`src/rtl/rrs_pkg.sv`:
```
package rrs_pkg;
  typedef enum logic [3:0] {
    ST_IDLE,
    ST_UNK_A,
    ST_UNK_B,
    ST_WR_ONE,
    ST_REF_ONE,
    ST_WR_ZERO,
    ST_REF_ZERO,
    ST_DECIDE,
    ST_RESTORE,
    ST_DONE
  } rrs_state_e;
endpackage

```
`src/rtl/rrs_window_timer.sv`:
```
module rrs_window_timer #(
  parameter int WIN_W = 8
) (
  input  logic             clk,
  input  logic             rst_n,
  input  logic             load,
  input  logic [WIN_W-1:0] len_in,
  input  logic             run,
  output logic             last
);
  logic [WIN_W-1:0] len_q, len_d;
  logic [WIN_W-1:0] wcnt_q, wcnt_d;
  logic [WIN_W:0]   wcnt_inc;

  always_comb begin
    wcnt_inc = {1'b0, wcnt_q} + 1'b1;
    last     = (wcnt_inc >= {1'b0, len_q});
    len_d    = load ? len_in : len_q;
    wcnt_d   = wcnt_q;
    if (load)
      wcnt_d = '0;
    else if (run)
      wcnt_d = last ? '0 : wcnt_inc[WIN_W-1:0];
  end

  always_ff @(posedge clk or negedge rst_n) begin
    if (!rst_n) begin
      len_q  <= '0;
      wcnt_q <= '0;
    end else begin
      len_q  <= len_d;
      wcnt_q <= wcnt_d;
    end
  end


  win_bound_chk: assert property (@(posedge clk) disable iff (!rst_n)
    run |-> ((len_q == '0) ? (wcnt_q == '0) : (wcnt_q < len_q)));
endmodule

```
`src/rtl/rrs_updown_acc.sv`:
```
module rrs_updown_acc #(
  parameter int CNT_W = 10
) (
  input  logic                    clk,
  input  logic                    rst_n,
  input  logic                    clr,
  input  logic                    step_en,
  input  logic                    down,
  input  logic                    add,
  input  logic                    dbl,
  output logic signed [CNT_W-1:0] acc
);
  localparam logic signed [CNT_W-1:0] ONE = 1;

  logic signed [CNT_W-1:0] acc_q, acc_d;

  always_comb begin
    acc_d = clr ? '0 : acc_q;
    if (step_en && add)
      acc_d = down ? (acc_d - ONE) : (acc_d + ONE);
    if (dbl)
      acc_d = acc_d <<< 1;
  end

  always_ff @(posedge clk or negedge rst_n) begin
    if (!rst_n) acc_q <= '0;
    else        acc_q <= acc_d;
  end

  assign acc = acc_q;


  idle_hold_chk: assert property (@(posedge clk) disable iff (!rst_n)
    (!clr && !dbl && !(step_en && add)) |=> $stable(acc_q));

  no_wrap_up_chk: assert property (@(posedge clk) disable iff (!rst_n)
    (!clr && !dbl && step_en && add && !down) |=> (acc_q > $past(acc_q)));

  no_wrap_dn_chk: assert property (@(posedge clk) disable iff (!rst_n)
    (!clr && !dbl && step_en && add && down) |=> (acc_q < $past(acc_q)));

  clear_chk: assert property (@(posedge clk) disable iff (!rst_n)
    (clr && !step_en && !dbl) |=> (acc_q == '0));
endmodule

```
`src/rtl/rrs_phase_fsm.sv`:
```
module rrs_phase_fsm
  import rrs_pkg::*;
(
  input  logic clk,
  input  logic rst_n,
  input  logic start,
  input  logic single_win,
  input  logic win_last,
  input  logic wr_ack,
  input  logic acc_pos,
  input  logic acc_zero,
  output logic timer_load,
  output logic timer_run,
  output logic acc_clr,
  output logic acc_step,
  output logic acc_down,
  output logic acc_dbl,
  output logic wr_req,
  output logic wr_val,
  output logic done,
  output logic rd_bit,
  output logic ambig
);
  rrs_state_e state_q, state_d;
  logic single_q, single_d;
  logic bit_q, bit_d;
  logic amb_q, amb_d;

  always_comb begin
    state_d    = state_q;
    single_d   = single_q;
    bit_d      = bit_q;
    amb_d      = amb_q;
    timer_load = 1'b0;
    timer_run  = 1'b0;
    acc_clr    = 1'b0;
    acc_step   = 1'b0;
    acc_down   = 1'b0;
    acc_dbl    = 1'b0;
    wr_req     = 1'b0;
    wr_val     = 1'b0;
    done       = 1'b0;
    unique case (state_q)
      ST_IDLE: begin
        if (start) begin
          timer_load = 1'b1;
          acc_clr    = 1'b1;
          single_d   = single_win;
          bit_d      = 1'b0;
          amb_d      = 1'b0;
          state_d    = ST_UNK_A;
        end
      end
      ST_UNK_A: begin
        timer_run = 1'b1;
        acc_step  = 1'b1;
        if (win_last) begin
          acc_dbl = single_q;
          state_d = single_q ? ST_WR_ONE : ST_UNK_B;
        end
      end
      ST_UNK_B: begin
        timer_run = 1'b1;
        acc_step  = 1'b1;
        if (win_last) state_d = ST_WR_ONE;
      end
      ST_WR_ONE: begin
        wr_req = 1'b1;
        wr_val = 1'b1;
        if (wr_ack) state_d = ST_REF_ONE;
      end
      ST_REF_ONE: begin
        timer_run = 1'b1;
        acc_step  = 1'b1;
        acc_down  = 1'b1;
        if (win_last) state_d = ST_WR_ZERO;
      end
      ST_WR_ZERO: begin
        wr_req = 1'b1;
        wr_val = 1'b0;
        if (wr_ack) state_d = ST_REF_ZERO;
      end
      ST_REF_ZERO: begin
        timer_run = 1'b1;
        acc_step  = 1'b1;
        acc_down  = 1'b1;
        if (win_last) state_d = ST_DECIDE;
      end
      ST_DECIDE: begin
        bit_d   = acc_pos;
        amb_d   = acc_zero;
        state_d = ST_RESTORE;
      end
      ST_RESTORE: begin
        wr_req = 1'b1;
        wr_val = bit_q;
        if (wr_ack) state_d = ST_DONE;
      end
      ST_DONE: begin
        done    = 1'b1;
        state_d = ST_IDLE;
      end
      default: state_d = ST_IDLE;
    endcase
  end

  always_ff @(posedge clk or negedge rst_n) begin
    if (!rst_n) begin
      state_q  <= ST_IDLE;
      single_q <= 1'b0;
      bit_q    <= 1'b0;
      amb_q    <= 1'b0;
    end else begin
      state_q  <= state_d;
      single_q <= single_d;
      bit_q    <= bit_d;
      amb_q    <= amb_d;
    end
  end

  assign rd_bit = bit_q;
  assign ambig  = amb_q;


  req_hold_chk: assert property (@(posedge clk) disable iff (!rst_n)
    (wr_req && !wr_ack) |=> (wr_req && $stable(wr_val)));

  done_pulse_chk: assert property (@(posedge clk) disable iff (!rst_n)
    done |=> !done);

  ambig_zero_chk: assert property (@(posedge clk) disable iff (!rst_n)
    (done && ambig) |-> !rd_bit);

  restore_val_chk: assert property (@(posedge clk) disable iff (!rst_n)
    (wr_req && wr_ack && state_q == ST_RESTORE) |=> (done && rd_bit == $past(wr_val)));

  busy_start_chk: assert property (@(posedge clk) disable iff (!rst_n)
    (state_q != ST_IDLE && state_q != ST_DONE) |=> (state_q != ST_IDLE));
endmodule

```
`src/rtl/resref_read_ctrl.sv`:
```
module resref_read_ctrl #(
  parameter int WIN_W = 8
) (
  input  logic             clk,
  input  logic             rst_n,
  input  logic             start,
  input  logic [WIN_W-1:0] win_len,
  input  logic             single_win,
  input  logic             cmp_add,
  output logic             wr_req,
  output logic             wr_val,
  input  logic             wr_ack,
  output logic             done,
  output logic             rd_bit,
  output logic             ambig
);
  localparam int CNT_W = WIN_W + 2;

  logic timer_load, timer_run, win_last;
  logic acc_clr, acc_step, acc_down, acc_dbl;
  logic acc_pos, acc_zero;
  logic signed [CNT_W-1:0] acc;

  rrs_window_timer #(.WIN_W(WIN_W)) u_timer (
    .clk    (clk),
    .rst_n  (rst_n),
    .load   (timer_load),
    .len_in (win_len),
    .run    (timer_run),
    .last   (win_last)
  );

  rrs_updown_acc #(.CNT_W(CNT_W)) u_acc (
    .clk     (clk),
    .rst_n   (rst_n),
    .clr     (acc_clr),
    .step_en (acc_step),
    .down    (acc_down),
    .add     (cmp_add),
    .dbl     (acc_dbl),
    .acc     (acc)
  );

  assign acc_zero = (acc == '0);
  assign acc_pos  = !acc[CNT_W-1] && !acc_zero;

  rrs_phase_fsm u_fsm (
    .clk        (clk),
    .rst_n      (rst_n),
    .start      (start),
    .single_win (single_win),
    .win_last   (win_last),
    .wr_ack     (wr_ack),
    .acc_pos    (acc_pos),
    .acc_zero   (acc_zero),
    .timer_load (timer_load),
    .timer_run  (timer_run),
    .acc_clr    (acc_clr),
    .acc_step   (acc_step),
    .acc_down   (acc_down),
    .acc_dbl    (acc_dbl),
    .wr_req     (wr_req),
    .wr_val     (wr_val),
    .done       (done),
    .rd_bit     (rd_bit),
    .ambig      (ambig)
  );


  reset_quiet_chk: assert property (@(posedge clk) disable iff (!rst_n)
    $rose(rst_n) |-> (!done && !wr_req));
endmodule

```
`config.mk`:
```
export PLATFORM = sky130hd
export DESIGN_NAME = resref_read_ctrl
export DESIGN_NICKNAME = d
export VERILOG_FILES = /design/src/rtl/rrs_pkg.sv /design/src/rtl/rrs_window_timer.sv /design/src/rtl/rrs_updown_acc.sv /design/src/rtl/rrs_phase_fsm.sv /design/src/rtl/resref_read_ctrl.sv
export SDC_FILE = /design/constraint.sdc
export NUM_CORES = 1
export LEC_CHECK = 0
export ABC_CLOCK_PERIOD_IN_PS = 4900
export BUFFER_PORTS_ARGS = -buffer_cell sky130_fd_sc_hd__buf_2
export CORE_UTILIZATION = 50
export CTS_CLUSTER_DIAMETER = 30
export DETAILED_ROUTE_END_ITERATION = 6
export PLACE_DENSITY_LB_ADDON = 0.12
export SLEW_MARGIN = 20
export SYNTH_ARGS = -nofsm -noshare
export SYNTH_HDL_FRONTEND = slang
export SYNTH_HIERARCHICAL = 1
export SYNTH_SLANG_ARGS = --single-unit
export TNS_END_PERCENT = 20
```
`constraint.sdc`:
```
create_clock -name clk -period 4.9 [get_ports clk]
set_clock_uncertainty 0.15 [all_clocks]
set_input_delay 0.98 -clock clk [delete_from_list [all_inputs] [get_ports clk]]
set_output_delay 0.98 -clock clk [all_outputs]
set_load 0.02 [all_outputs]
```
==> impl_metrics.csv <==
group,metric,value,unit
detailed_routing,wire_per_inst,13.71,µm
clock_tree,cts.sinks,33,
clock_tree,cts-root-buf,"clkbuf_8",
detailed_routing,drtIter0Drc,78,
critical_path,path_max_fanout,14,
timing,relSlewSlack,51.03,%
timing,layout_setup_ws,1.247,ns
power,power-per-cell-area,656.5,mW/mm²
critical_path,critical_path_required,4.90,ns
clock_tree,clkLatencyLatePin,0.28,ns
power,peakVddDrop,0.2796,mV
detailed_routing,drc,0,
yosys,syn-num-nets,299,
floorplanning,num_io_pins,19,
critical_path,rr_startpoint,"u_fsm/state_q[0]$_DFFE_PN0P_",
yosys,dominantRegCellSynth,"dfrtp_1",
yosys,synthDominantCellAreaShare,33.45,%
critical_path,cp_data_arrival_time,3.66,ns
yosys,synth-edff-count,0,
floorplanning,core_region_area,0.004723,mm²
grt,grt_use_total,20.62,%
critical_path,worstPathCellList,"or3_4, nor3b_4, nor2b_1, fa_1, a21o_1, a221oi_1, a21oi_1, xor2_1, a211oi_1, a31oi_1",
power,p_leak,1.222,nW
yosys,yosysWarningCount,6,
yosys,ys_types,59,
cells_and_area,diodes,0,
placement,portBuffers,18,
critical_path,r2r_slack,1.25,ns
power,p_total,0.001761,W
clock_tree,numCtsBuffers,5,
yosys,synth_area,0.002469,mm²
placement,detailed_place_hpwl,3503,µm
timing,finalCritPeriodShare,74.55,%
timing,worstMarginPinSlew,0.7346,ns
critical_path,reg2regPathDepth,10,
yosys,synthTopCellsByArea,"dfrtp_1, ha_1, nand2_1",
timing,setup_tns,0,ns
yosys,synth_top_cell_by_area,"dfrtp_1",
yosys,ys_seq_area_share,33.45,%
hold_path,hp-class,"reg -> reg",
timing,setup_viol,0,
timing,fmax,273.8,MHz
clock_tree,clk_pin_slew_worst_paths,0.07,ns
hold_path,hold_depth,1,
detailed_routing,drt_wl_total,4758,µm
yosys,synth_async_sr_flop_share,100.0,%
cells_and_area,layout-drive-gt1-share,17.14,%
yosys,postSynthCellCount,267,
critical_path,cp_slowest_stage_delay,0.52,ns
floorplanning,fp.dieArea,0.005222,mm²
clock_tree,ctsHoldBuffers,0,
critical_path,cpMaxStageDelayCell,"dfrtp_1",
timing,period_needed,3.653,ns
detailed_routing,drt.antenna.violating_nets,0,
floorplanning,die_w,72.27,µm
detailed_routing,vias,1971,
clock_tree,cts_tree,"done",
placement,placed_area,0.002596,mm²
cells_and_area,area_delta_synth_final,8.667,%
grt,grt_pass1_wl,8266,µm
grt,grt_max_degree,34,
cells_and_area,final_area,0.002683,mm²
placement,gp_congestion,0.8193,
hold_path,hp-start,"u_fsm/ambig$_DFFE_PN0P_",
critical_path,cp-end-kind,"register",
flow_run,max-cap-violations,0,
cells_and_area,n_fill_cell,443,
critical_path,timing.rr.end,"u_acc/acc[9]$_DFF_PN0_",
timing,rsz0062_at_grt,"false",
critical_path,crit_path_start_kind,"register",
placement,post-place-ws,1.195,ns
grt,antenna_found_initial,0,
clock_tree,postCtsSetupRepairBufs,0,
yosys,synth_seq_cells,33,
floorplanning,num_rows,25,
detailed_routing,drt-pass1-iter-count,4,
detailed_routing,via_per_inst,5.680,
timing,hold_violations,0,
critical_path,path_class,"reg -> reg",
clock_tree,h-tree-depth,2,
status,outcome,"finished, final reports clean",
cells_and_area,final_core_util,56.79,%
timing,maxSlewViolCount,0,
cells_and_area,final_common_cell,"dfrtp_1",
clock_tree,cts.path.max_buffers,2,
cells_and_area,fin_nets,312,
yosys,avgSynthCellArea,9.246,µm²
grt,grt-ovfl-total,0,
floorplanning,start_util,52.26,%
grt,grt_pass1_vias,1816,
floorplanning,dieHeight,72.27,µm
cells_and_area,layout_common_cells,"dfrtp_1, nand2_1, nor2_1, buf_2, ha_1",
hold_path,hold_path_end,"u_fsm/ambig$_DFFE_PN0P_",
clock_tree,postCtsResizedCells,0,
[sequential cells by signal, summed over array words and instances, names as in the netlist]
signal,cells
u_timer/wcnt_q,8
u_fsm/rd_bit,1
u_timer/len_q,8
u_fsm/single_q,1
u_acc/acc,10
u_fsm/state_q,4
u_fsm/ambig,1
[worst max-delay path by stage]
stage,startpoint,endpoint,cells past startpoint
global placement,start,u_acc/acc[9]$_DFF_PN0_,10
detailed placement,start,u_acc/acc[8]$_DFF_PN0_,10
finish,u_fsm/state_q[0]$_DFFE_PN0P_,u_acc/acc[9]$_DFF_PN0_,10
global route,u_timer/wcnt_q[0]$_DFFE_PN0P_,u_acc/acc[9]$_DFF_PN0_,13
CTS,u_fsm/state_q[0]$_DFFE_PN0P_,u_acc/acc[8]$_DFF_PN0_,10
floorplan,start,u_acc/acc[9]$_DFF_PN0_,10
[kinds of logic after synthesis]
| group | share of synthesized area [%] |
|---|---|
| AOI/OAI and AO/OA | 20.78 |
| xor gates and xnor gates | 4.612 |
| adders and majority gates | 9.427 |
| buffers and inverters | 4.916 |
| DFF | 33.45 |
| muxes | 3.801 |
| and+or+nand+nor | 23.01 |
[layer usage]
layer,share of wire [%],global-route usage (%)
met1,52,29.29
met2,43,30.84
met3,3.6,3.750
met4,1.9,8.932
met5,0,0
[critical path: cells and delay by family, from the launching register on]
kind / cells / cell delay [ns]
and+or+nand+nor: 3 / 1.16
AOI/OAI and AO/OA: 5 / 1.04
DFF: 1 / 0.52
adders and majority gates: 1 / 0.46
xor gates and xnor gates: 1 / 0.18
[report_power, final]
group	internal (W)	leakage [nW]	switching [W]
Combinational	0.000471	0.758	0.000584
Sequential	0.000390	0.420	0.000112
Clock	0.000111	0.0443	0.0000920
Total	0.000973	1.22	0.000788
[cell type report]
type	count	area (µm²)	area share [%]
multi-input combinational	205	1521	56.72
inverter	14	52.55	1.959
timing repair buffer	21	112.6	4.198
tap	67	83.83	3.125
sequential	33	825.8	30.78
clock buffer	7	86.33	3.218
[through the flow]
stage / cells / hold slack [ns]
floorplan: 267 / 0.3375
global placement: 340 / 0.3484
detailed placement: 340 / 0.3357
CTS: 347 / 0.3546
global route: 347 / 0.3816
finish: 347 / 0.3480
[cell usage after synthesis (all sizes together) (5+ instances only)]
| cell | n |
|---|---|
| o21ai | 14 |
| nand2b | 8 |
| xnor2 | 8 |
| ha | 17 |
| nor2 | 18 |
| o32ai | 5 |
| and3 | 6 |
| a21oi | 16 |
| nand2 | 22 |
| nor2b | 13 |
| xor2 | 5 |
| clkbuf | 11 |
| o41ai | 5 |
| mux2i | 6 |
| dfrtp | 33 |
| inv | 14 |
Power figures use the tool's default switching activity.
